--- config.mk ---
export PLATFORM = sky130hd
export DESIGN_NAME = hsync_line_gen
export DESIGN_NICKNAME = d
export VERILOG_FILES = /design/src/rtl/hsync_pkg.sv /design/src/rtl/hs_edge_detect.sv /design/src/rtl/hs_span_timer.sv /design/src/rtl/hs_line_fsm.sv /design/src/rtl/hs_porch_fsm.sv /design/src/rtl/hsync_line_gen.sv
export SDC_FILE = /design/constraint.sdc
export NUM_CORES = 1
export LEC_CHECK = 0
export BUFFER_PORTS_ARGS = -buffer_cell sky130_fd_sc_hd__clkbuf_2
export CAP_MARGIN = 5
export CORE_MARGIN = 2
export CORE_UTILIZATION = 50
export DETAILED_ROUTE_END_ITERATION = 16
export GPL_TIMING_DRIVEN = 0
export PLACE_DENSITY = 0.68
export SLEW_MARGIN = 15
export SYNTH_ARGS = -nofsm -noshare
export SYNTH_HDL_FRONTEND = slang
export SYNTH_HIERARCHICAL = 1
export SYNTH_SLANG_ARGS = --single-unit
export TNS_END_PERCENT = 30
--- constraint.sdc ---
create_clock -name clk -period 5.9 [get_ports clk]
set_clock_uncertainty 0.2 [all_clocks]
set_input_delay 0.59 -clock clk [delete_from_list [all_inputs] [get_ports clk]]
set_output_delay 0.59 -clock clk [all_outputs]
set_load 0.02 [all_outputs]
--- src/rtl/hsync_pkg.sv ---
package hsync_pkg;

    typedef enum logic [1:0] {
        LN_ARMED  = 2'd0,
        LN_PULSE  = 2'd1,
        LN_LOCKED = 2'd2
    } line_state_e;

    typedef enum logic [1:0] {
        BP_IDLE   = 2'd0,
        BP_WAIT   = 2'd1,
        BP_ACTIVE = 2'd2
    } porch_state_e;

endpackage

--- src/rtl/hs_edge_detect.sv ---
module hs_edge_detect (
    input  logic clk,
    input  logic rst_n,
    input  logic din,
    output logic fall_evt,
    output logic rise_evt
);
    logic prev_q;

    always_ff @(posedge clk or negedge rst_n) begin
        if (!rst_n) prev_q <= 1'b1;
        else        prev_q <= din;
    end

    assign fall_evt = prev_q & ~din;
    assign rise_evt = ~prev_q & din;
endmodule

--- src/rtl/hs_span_timer.sv ---
module hs_span_timer #(
    parameter int RATE_W = 8,
    parameter int CNT_W  = 8
) (
    input  logic              clk,
    input  logic              rst_n,
    input  logic              start,
    input  logic [CNT_W-1:0]  ticks,
    input  logic [RATE_W-1:0] rate,
    output logic              busy,
    output logic              last
);
    logic [RATE_W-1:0] pre_q;
    logic [CNT_W-1:0]  cnt_q;
    logic              busy_q;

    always_ff @(posedge clk or negedge rst_n) begin
        if (!rst_n) begin
            busy_q <= 1'b0;
            pre_q  <= '0;
            cnt_q  <= '0;
        end else if (start) begin
            busy_q <= 1'b1;
            pre_q  <= '0;
            cnt_q  <= (ticks == '0) ? '0 : CNT_W'(ticks - 1'b1);
        end else if (busy_q) begin
            if (pre_q == rate) begin
                pre_q <= '0;
                if (cnt_q == '0) busy_q <= 1'b0;
                else             cnt_q  <= CNT_W'(cnt_q - 1'b1);
            end else begin
                pre_q <= RATE_W'(pre_q + 1'b1);
            end
        end
    end

    assign busy = busy_q;
    assign last = busy_q && (pre_q == rate) && (cnt_q == '0);

    assert_timer_start_R3: assert property (@(posedge clk) disable iff (!rst_n)
        $rose(busy_q) |-> $past(start));
endmodule

--- src/rtl/hs_line_fsm.sv ---
module hs_line_fsm
    import hsync_pkg::*;
#(
    parameter int RATE_W  = 8,
    parameter int CNT_W   = 8,
    parameter int H_TICKS = 5
) (
    input  logic              clk,
    input  logic              rst_n,
    input  logic              fall_evt,
    input  logic [RATE_W-1:0] rate_div,
    input  logic [CNT_W-1:0]  lock_ticks,
    output logic              hout_n
);
    localparam logic [CNT_W-1:0] H_CNT = CNT_W'(H_TICKS);

    line_state_e state_q, state_d;
    logic start_spans;
    logic width_busy, width_last;
    logic lock_busy, lock_last;

    hs_span_timer #(.RATE_W(RATE_W), .CNT_W(CNT_W)) u_width (
        .clk(clk), .rst_n(rst_n), .start(start_spans), .ticks(H_CNT),
        .rate(rate_div), .busy(width_busy), .last(width_last)
    );

    hs_span_timer #(.RATE_W(RATE_W), .CNT_W(CNT_W)) u_lock (
        .clk(clk), .rst_n(rst_n), .start(start_spans), .ticks(lock_ticks),
        .rate(rate_div), .busy(lock_busy), .last(lock_last)
    );

    always_ff @(posedge clk or negedge rst_n) begin
        if (!rst_n) state_q <= LN_ARMED;
        else        state_q <= state_d;
    end

    always_comb begin
        state_d     = state_q;
        start_spans = 1'b0;
        unique case (state_q)
            LN_ARMED: begin
                if (fall_evt) begin
                    state_d     = LN_PULSE;
                    start_spans = 1'b1;
                end
            end
            LN_PULSE: begin
                if (width_last)
                    state_d = (lock_busy && !lock_last) ? LN_LOCKED : LN_ARMED;
            end
            LN_LOCKED: begin
                if (lock_last) state_d = LN_ARMED;
            end
            default: state_d = LN_ARMED;
        endcase
    end

    always_comb begin
        hout_n = (state_q != LN_PULSE);
    end

    assert_lead_trigger_R2: assert property (@(posedge clk) disable iff (!rst_n)
        $fell(hout_n) |-> $past(fall_evt));
    assert_width_end_R3: assert property (@(posedge clk) disable iff (!rst_n)
        $rose(hout_n) |-> $past(width_last));
    assert_width_busy_R3: assert property (@(posedge clk) disable iff (!rst_n)
        (state_q == LN_PULSE) |-> width_busy);
    assert_lock_hold_R4: assert property (@(posedge clk) disable iff (!rst_n)
        (state_q == LN_LOCKED && fall_evt && !lock_last) |=> hout_n);
    assert_no_retrigger_R5: assert property (@(posedge clk) disable iff (!rst_n)
        (state_q == LN_PULSE && !width_last) |=> (state_q == LN_PULSE));
endmodule

--- src/rtl/hs_porch_fsm.sv ---
module hs_porch_fsm
    import hsync_pkg::*;
#(
    parameter int RATE_W   = 8,
    parameter int CNT_W    = 8,
    parameter int BP_TICKS = 4,
    parameter int BP_DELAY = 2
) (
    input  logic              clk,
    input  logic              rst_n,
    input  logic              rise_evt,
    input  logic [RATE_W-1:0] rate_div,
    output logic              bporch_n
);
    localparam int DLY_W = (BP_DELAY > 1) ? $clog2(BP_DELAY) : 1;
    localparam logic [CNT_W-1:0] BP_CNT  = CNT_W'(BP_TICKS);
    localparam logic [DLY_W-1:0] DLY_END = DLY_W'((BP_DELAY > 0) ? BP_DELAY - 1 : 0);

    porch_state_e state_q, state_d;
    logic [DLY_W-1:0] dly_q;
    logic start_gate, gate_busy, gate_last;

    hs_span_timer #(.RATE_W(RATE_W), .CNT_W(CNT_W)) u_gate (
        .clk(clk), .rst_n(rst_n), .start(start_gate), .ticks(BP_CNT),
        .rate(rate_div), .busy(gate_busy), .last(gate_last)
    );

    always_ff @(posedge clk or negedge rst_n) begin
        if (!rst_n) begin
            state_q <= BP_IDLE;
            dly_q   <= '0;
        end else begin
            state_q <= state_d;
            if (state_q == BP_WAIT) dly_q <= DLY_W'(dly_q + 1'b1);
            else                    dly_q <= '0;
        end
    end

    always_comb begin
        state_d    = state_q;
        start_gate = 1'b0;
        unique case (state_q)
            BP_IDLE: begin
                if (rise_evt) begin
                    if (BP_DELAY == 0) begin
                        state_d    = BP_ACTIVE;
                        start_gate = 1'b1;
                    end else begin
                        state_d = BP_WAIT;
                    end
                end
            end
            BP_WAIT: begin
                if (dly_q == DLY_END) begin
                    state_d    = BP_ACTIVE;
                    start_gate = 1'b1;
                end
            end
            BP_ACTIVE: begin
                if (gate_last) state_d = BP_IDLE;
            end
            default: state_d = BP_IDLE;
        endcase
    end

    always_comb begin
        bporch_n = (state_q != BP_ACTIVE);
    end

    assert_porch_source_R6: assert property (@(posedge clk) disable iff (!rst_n)
        $fell(bporch_n) |-> ($past(state_q) == BP_WAIT || $past(rise_evt)));
    assert_porch_busy_R6: assert property (@(posedge clk) disable iff (!rst_n)
        (state_q == BP_ACTIVE) |-> gate_busy);
    assert_porch_hold_R5: assert property (@(posedge clk) disable iff (!rst_n)
        (state_q == BP_ACTIVE && !gate_last) |=> !bporch_n);
endmodule

--- src/rtl/hsync_line_gen.sv ---
module hsync_line_gen #(
    parameter int RATE_W   = 8,
    parameter int CNT_W    = 8,
    parameter int H_TICKS  = 5,
    parameter int BP_TICKS = 4,
    parameter int BP_DELAY = 2
) (
    input  logic              clk,
    input  logic              rst_n,
    input  logic              csync_n,
    input  logic [RATE_W-1:0] rate_div,
    input  logic [CNT_W-1:0]  lock_ticks,
    output logic              hout_n,
    output logic              bporch_n
);
    logic fall_evt, rise_evt;

    hs_edge_detect u_edge (
        .clk(clk), .rst_n(rst_n), .din(csync_n),
        .fall_evt(fall_evt), .rise_evt(rise_evt)
    );

    hs_line_fsm #(.RATE_W(RATE_W), .CNT_W(CNT_W), .H_TICKS(H_TICKS)) u_line (
        .clk(clk), .rst_n(rst_n), .fall_evt(fall_evt),
        .rate_div(rate_div), .lock_ticks(lock_ticks), .hout_n(hout_n)
    );

    hs_porch_fsm #(.RATE_W(RATE_W), .CNT_W(CNT_W), .BP_TICKS(BP_TICKS),
                   .BP_DELAY(BP_DELAY)) u_porch (
        .clk(clk), .rst_n(rst_n), .rise_evt(rise_evt),
        .rate_div(rate_div), .bporch_n(bporch_n)
    );

    assert_edges_exclusive_R7: assert property (@(posedge clk) disable iff (!rst_n)
        $onehot0({fall_evt, rise_evt}));
endmodule

==> results.sh <==
export IMPL_status="completed"
export IMPL_cts_tree="yes"
export IMPL_ctsResizeCount=0
export IMPL_cts_setup_buffers=0
export IMPL_ys_types=60
export IMPL_drt_pass1_iterations=4
export IMPL_place_congestion=0.793
export IMPL_synthAdderAreaFrac_pct=4.69
export IMPL_total_power_mw=1.22
export IMPL_cts_root_buf="clkbuf_8"
export IMPL_clock_tree_buffer_depth=2
export IMPL_path_depth=7
export IMPL_critPathTopFamily="simple AND/OR/NAND/NOR gates"
export IMPL_yosysWarnings=6
export IMPL_end_kind="flop"
export IMPL_avgSynthCellArea_um2=8.93
export IMPL_die_height_um=93.5
export IMPL_synth_top_cell_area_share_pct=35.0
export IMPL_yosysMostFrequentCell="dfrtp_1"
export IMPL_grt_setup_unrepaired="false"
export IMPL_synth_top_family_by_area="simple AND/OR/NAND/NOR gates"
export IMPL_holdPathStages=1
export IMPL_path_class="reg2reg"
export IMPL_async_flop_share_pct=100
export IMPL_fin_cells=642
export IMPL_path_common_cell="clkbuf_1"
export IMPL_stdcell_area_um2=4700
export IMPL_fp_coreArea_um2=7730
export IMPL_clock_sinks=57
export IMPL_muxShareOfSynthArea_pct=1.69
export IMPL_n_antenna_cell=0
export IMPL_via_count=3431
export IMPL_overflow=0
export IMPL_tns_ps=0
export IMPL_post_place_cells=625
export IMPL_grt_usage_pct=21.6
export IMPL_route_met3_wl_um=222
export IMPL_routedWlPerCell_um=13.5
export IMPL_initial_core_util_pct=51.8
export IMPL_fp_dieW_um=93.5
export IMPL_synth_area_leaders="dfrtp_1 (35%), xor2_1 (6.1%), xnor2_1 (5.7%), ha_1 (4.7%), nor2_1 (3.4%)"
export IMPL_yosys_area_top_type="dfrtp_1"
export IMPL_synthTopCellsByCount="dfrtp_1 (56), nor2_1 (36), nand2_1 (32)"
export IMPL_crit_chain="nor2b_1 > nand2b_1 > nor2_1 > clkbuf_1 > clkbuf_1 > nand2_1 > o211ai_1"
export IMPL_synth_simple_area_share_pct=29.2
export IMPL_max_clock_freq_ghz=0.342
export IMPL_min_period_ps=2930
export IMPL_post_dp_cell_area_um2=4460
export IMPL_clk_latency_ps=340
export IMPL_viasPerCell=5.34
export IMPL_utilization_pct=60.8
export IMPL_post_place_ws_ps=2840
export IMPL_dr_max_layer_used="met4"
export IMPL_totalWireLength_mm=8.70
export IMPL_cellPowerDensity_nw_per_um2=260
export IMPL_grt_pass1_vias=3275
export IMPL_drv_cap=0
export IMPL_critPathRequiredTime_ps=5950
export IMPL_syn_instance_count=448
export IMPL_dieArea_um2=8740
export IMPL_drc=0
export IMPL_synth_edf_count=0
export IMPL_grt_pass1_wl_mm=15.0
export IMPL_crit_path_start_kind="flop"
export IMPL_peakVddDrop_v=0.000122
export IMPL_hold_viol=0
export IMPL_cp_buffers_inverters=2
export IMPL_synth_compound_area_share_pct=12.8
export IMPL_drive_gt1_share_pct=11.5
export IMPL_setup_viol=0
export IMPL_period_share_pct=49.6
export IMPL_crit_arrival_ps=2970
export IMPL_hold_class="in2reg"
export IMPL_cp_slowest_cell="dfstp_2"
export IMPL_antenna_found_initial=0
export IMPL_port_buffers=20
export IMPL_grt_max_degree=49
export IMPL_drt_iter0_markers=224
export IMPL_hpwl_mm=6.66
export IMPL_leakagePower_nw=2.03
export IMPL_whs_ps=155
export IMPL_cts_buffers=9
export IMPL_row_count=32
export IMPL_synth_ff_latch_count=57
export IMPL_worst_path_max_fanout=10
export IMPL_io_pins=21
export IMPL_drv_slew=0
export IMPL_wirelength_met1_mm=4.08
export IMPL_route_met2_wl_mm=4.29
export IMPL_max_stage_delay_ps=530
export IMPL_final_nets=569
export IMPL_synth_xor_area_share_pct=11.8
export IMPL_setup_slack_ps=2970
export IMPL_syn2layout_area_growth_pct=17.4
export IMPL_ys_seq_area_share_pct=35.7
export IMPL_synth_area_um2=4000
export IMPL_reg2reg_depth=7
export IMPL_synth_ff_type="dfrtp_1"
export IMPL_clkTransAtPathRegs_ps=70
export IMPL_max_slew_margin_pct=59.6
export IMPL_worst_pin_slew_ps=604
export IMPL_htreeDepth=3
export IMPL_ant_nets=0
path summary, 6_finish.rpt:
path,from,slack (ps),end
min reg2reg,u_porch/dly_q,250,u_porch/dly_q
min,csync_n,150,u_edge/prev_q
max reg2reg,u_edge/prev_q,2970,u_line/u_lock/cnt_q[3]
max in group asynchronous,rst_n,4510,u_edge/prev_q
min in group asynchronous,rst_n,440,u_line/u_width/pre_q[6]
max,u_edge/prev_q,2970,u_line/u_lock/cnt_q[3]
metal layers:
layer  track usage (%)  vias to the layer above
li1                  -                     1730
met1              29.0                     1644
met2              36.0                       49
met3              3.22                        8
met4              6.50                        0
met5                 0                        -
worst reg2reg max path: cells and delay by family, from the launching register on:
| family | cells | cell delay [ps] |
|---|---|---|
| simple gates | 4 | 1050 |
| buf+inv | 2 | 810 |
| flops | 1 | 530 |
| compound gates | 1 | 240 |
where the power goes:
group	total (mW)	switching, mW	internal [mW]
registers	0.521	0.0664	0.455
logic	0.282	0.152	0.130
clock network	0.417	0.176	0.241
final cells by class:
class | instances | area (um2)
Sequential cell | 57 | 1430
Fill cell | 696 | 3030
Inverter | 24 | 90.1
Multi-Input combinational cell | 407 | 2630
Tap cell | 102 | 128
Timing Repair Buffer | 22 | 140
Clock buffer | 9 | 124
Buffer | 14 | 61.3
Clock inverter | 7 | 101
flip-flops by register name (all words and copies together), names as in the netlist:
register,flops
u_line/u_width/cnt_q,8
u_line/u_lock/pre_q,8
u_porch/u_gate/cnt_q,8
u_line/u_lock/busy,1
u_porch/state_q,2
u_porch/dly_q,1
u_line/u_width/busy,1
u_porch/u_gate/busy,1
u_porch/u_gate/pre_q,8
u_line/u_lock/cnt_q,8
u_line/state_q,2
u_edge/prev_q,1
u_line/u_width/pre_q,8
layout by cell type, fill, tap and decap left out, types with 9 or more instances in the layout:
master    instances
xor2_1           28
nand4_1          12
nor3_1           19
xnor2_1          26
nand2_1          32
a21oi_1          15
inv_1            24
nand2b_1         10
nor2_1           36
dfrtp_1          56
clkbuf_8          9
a31oi_1           9
o21ai_0           9
and3_1           10
ha_1             15
conb_1           58
or3_1             9
clkbuf_2         19
clkbuf_1         12
timing repair:
action / in CTS / in global routing
hold buffers: 1 / 0
setup endpoints to repair: 0 / 0
endpoints found under the hold margin: 9 / 0
logic make-up after synthesis:
logic type,Yosys count
adder cells (fa/ha/maj),15
other,4
multiplexers,6
flip-flops,57
AND/OR/NAND/NOR,198
buffers and inverters,38
AO/OA/AOI/OAI,76
XOR/XNOR,54
No activity file was read; power rests on OpenSTA's default activity.
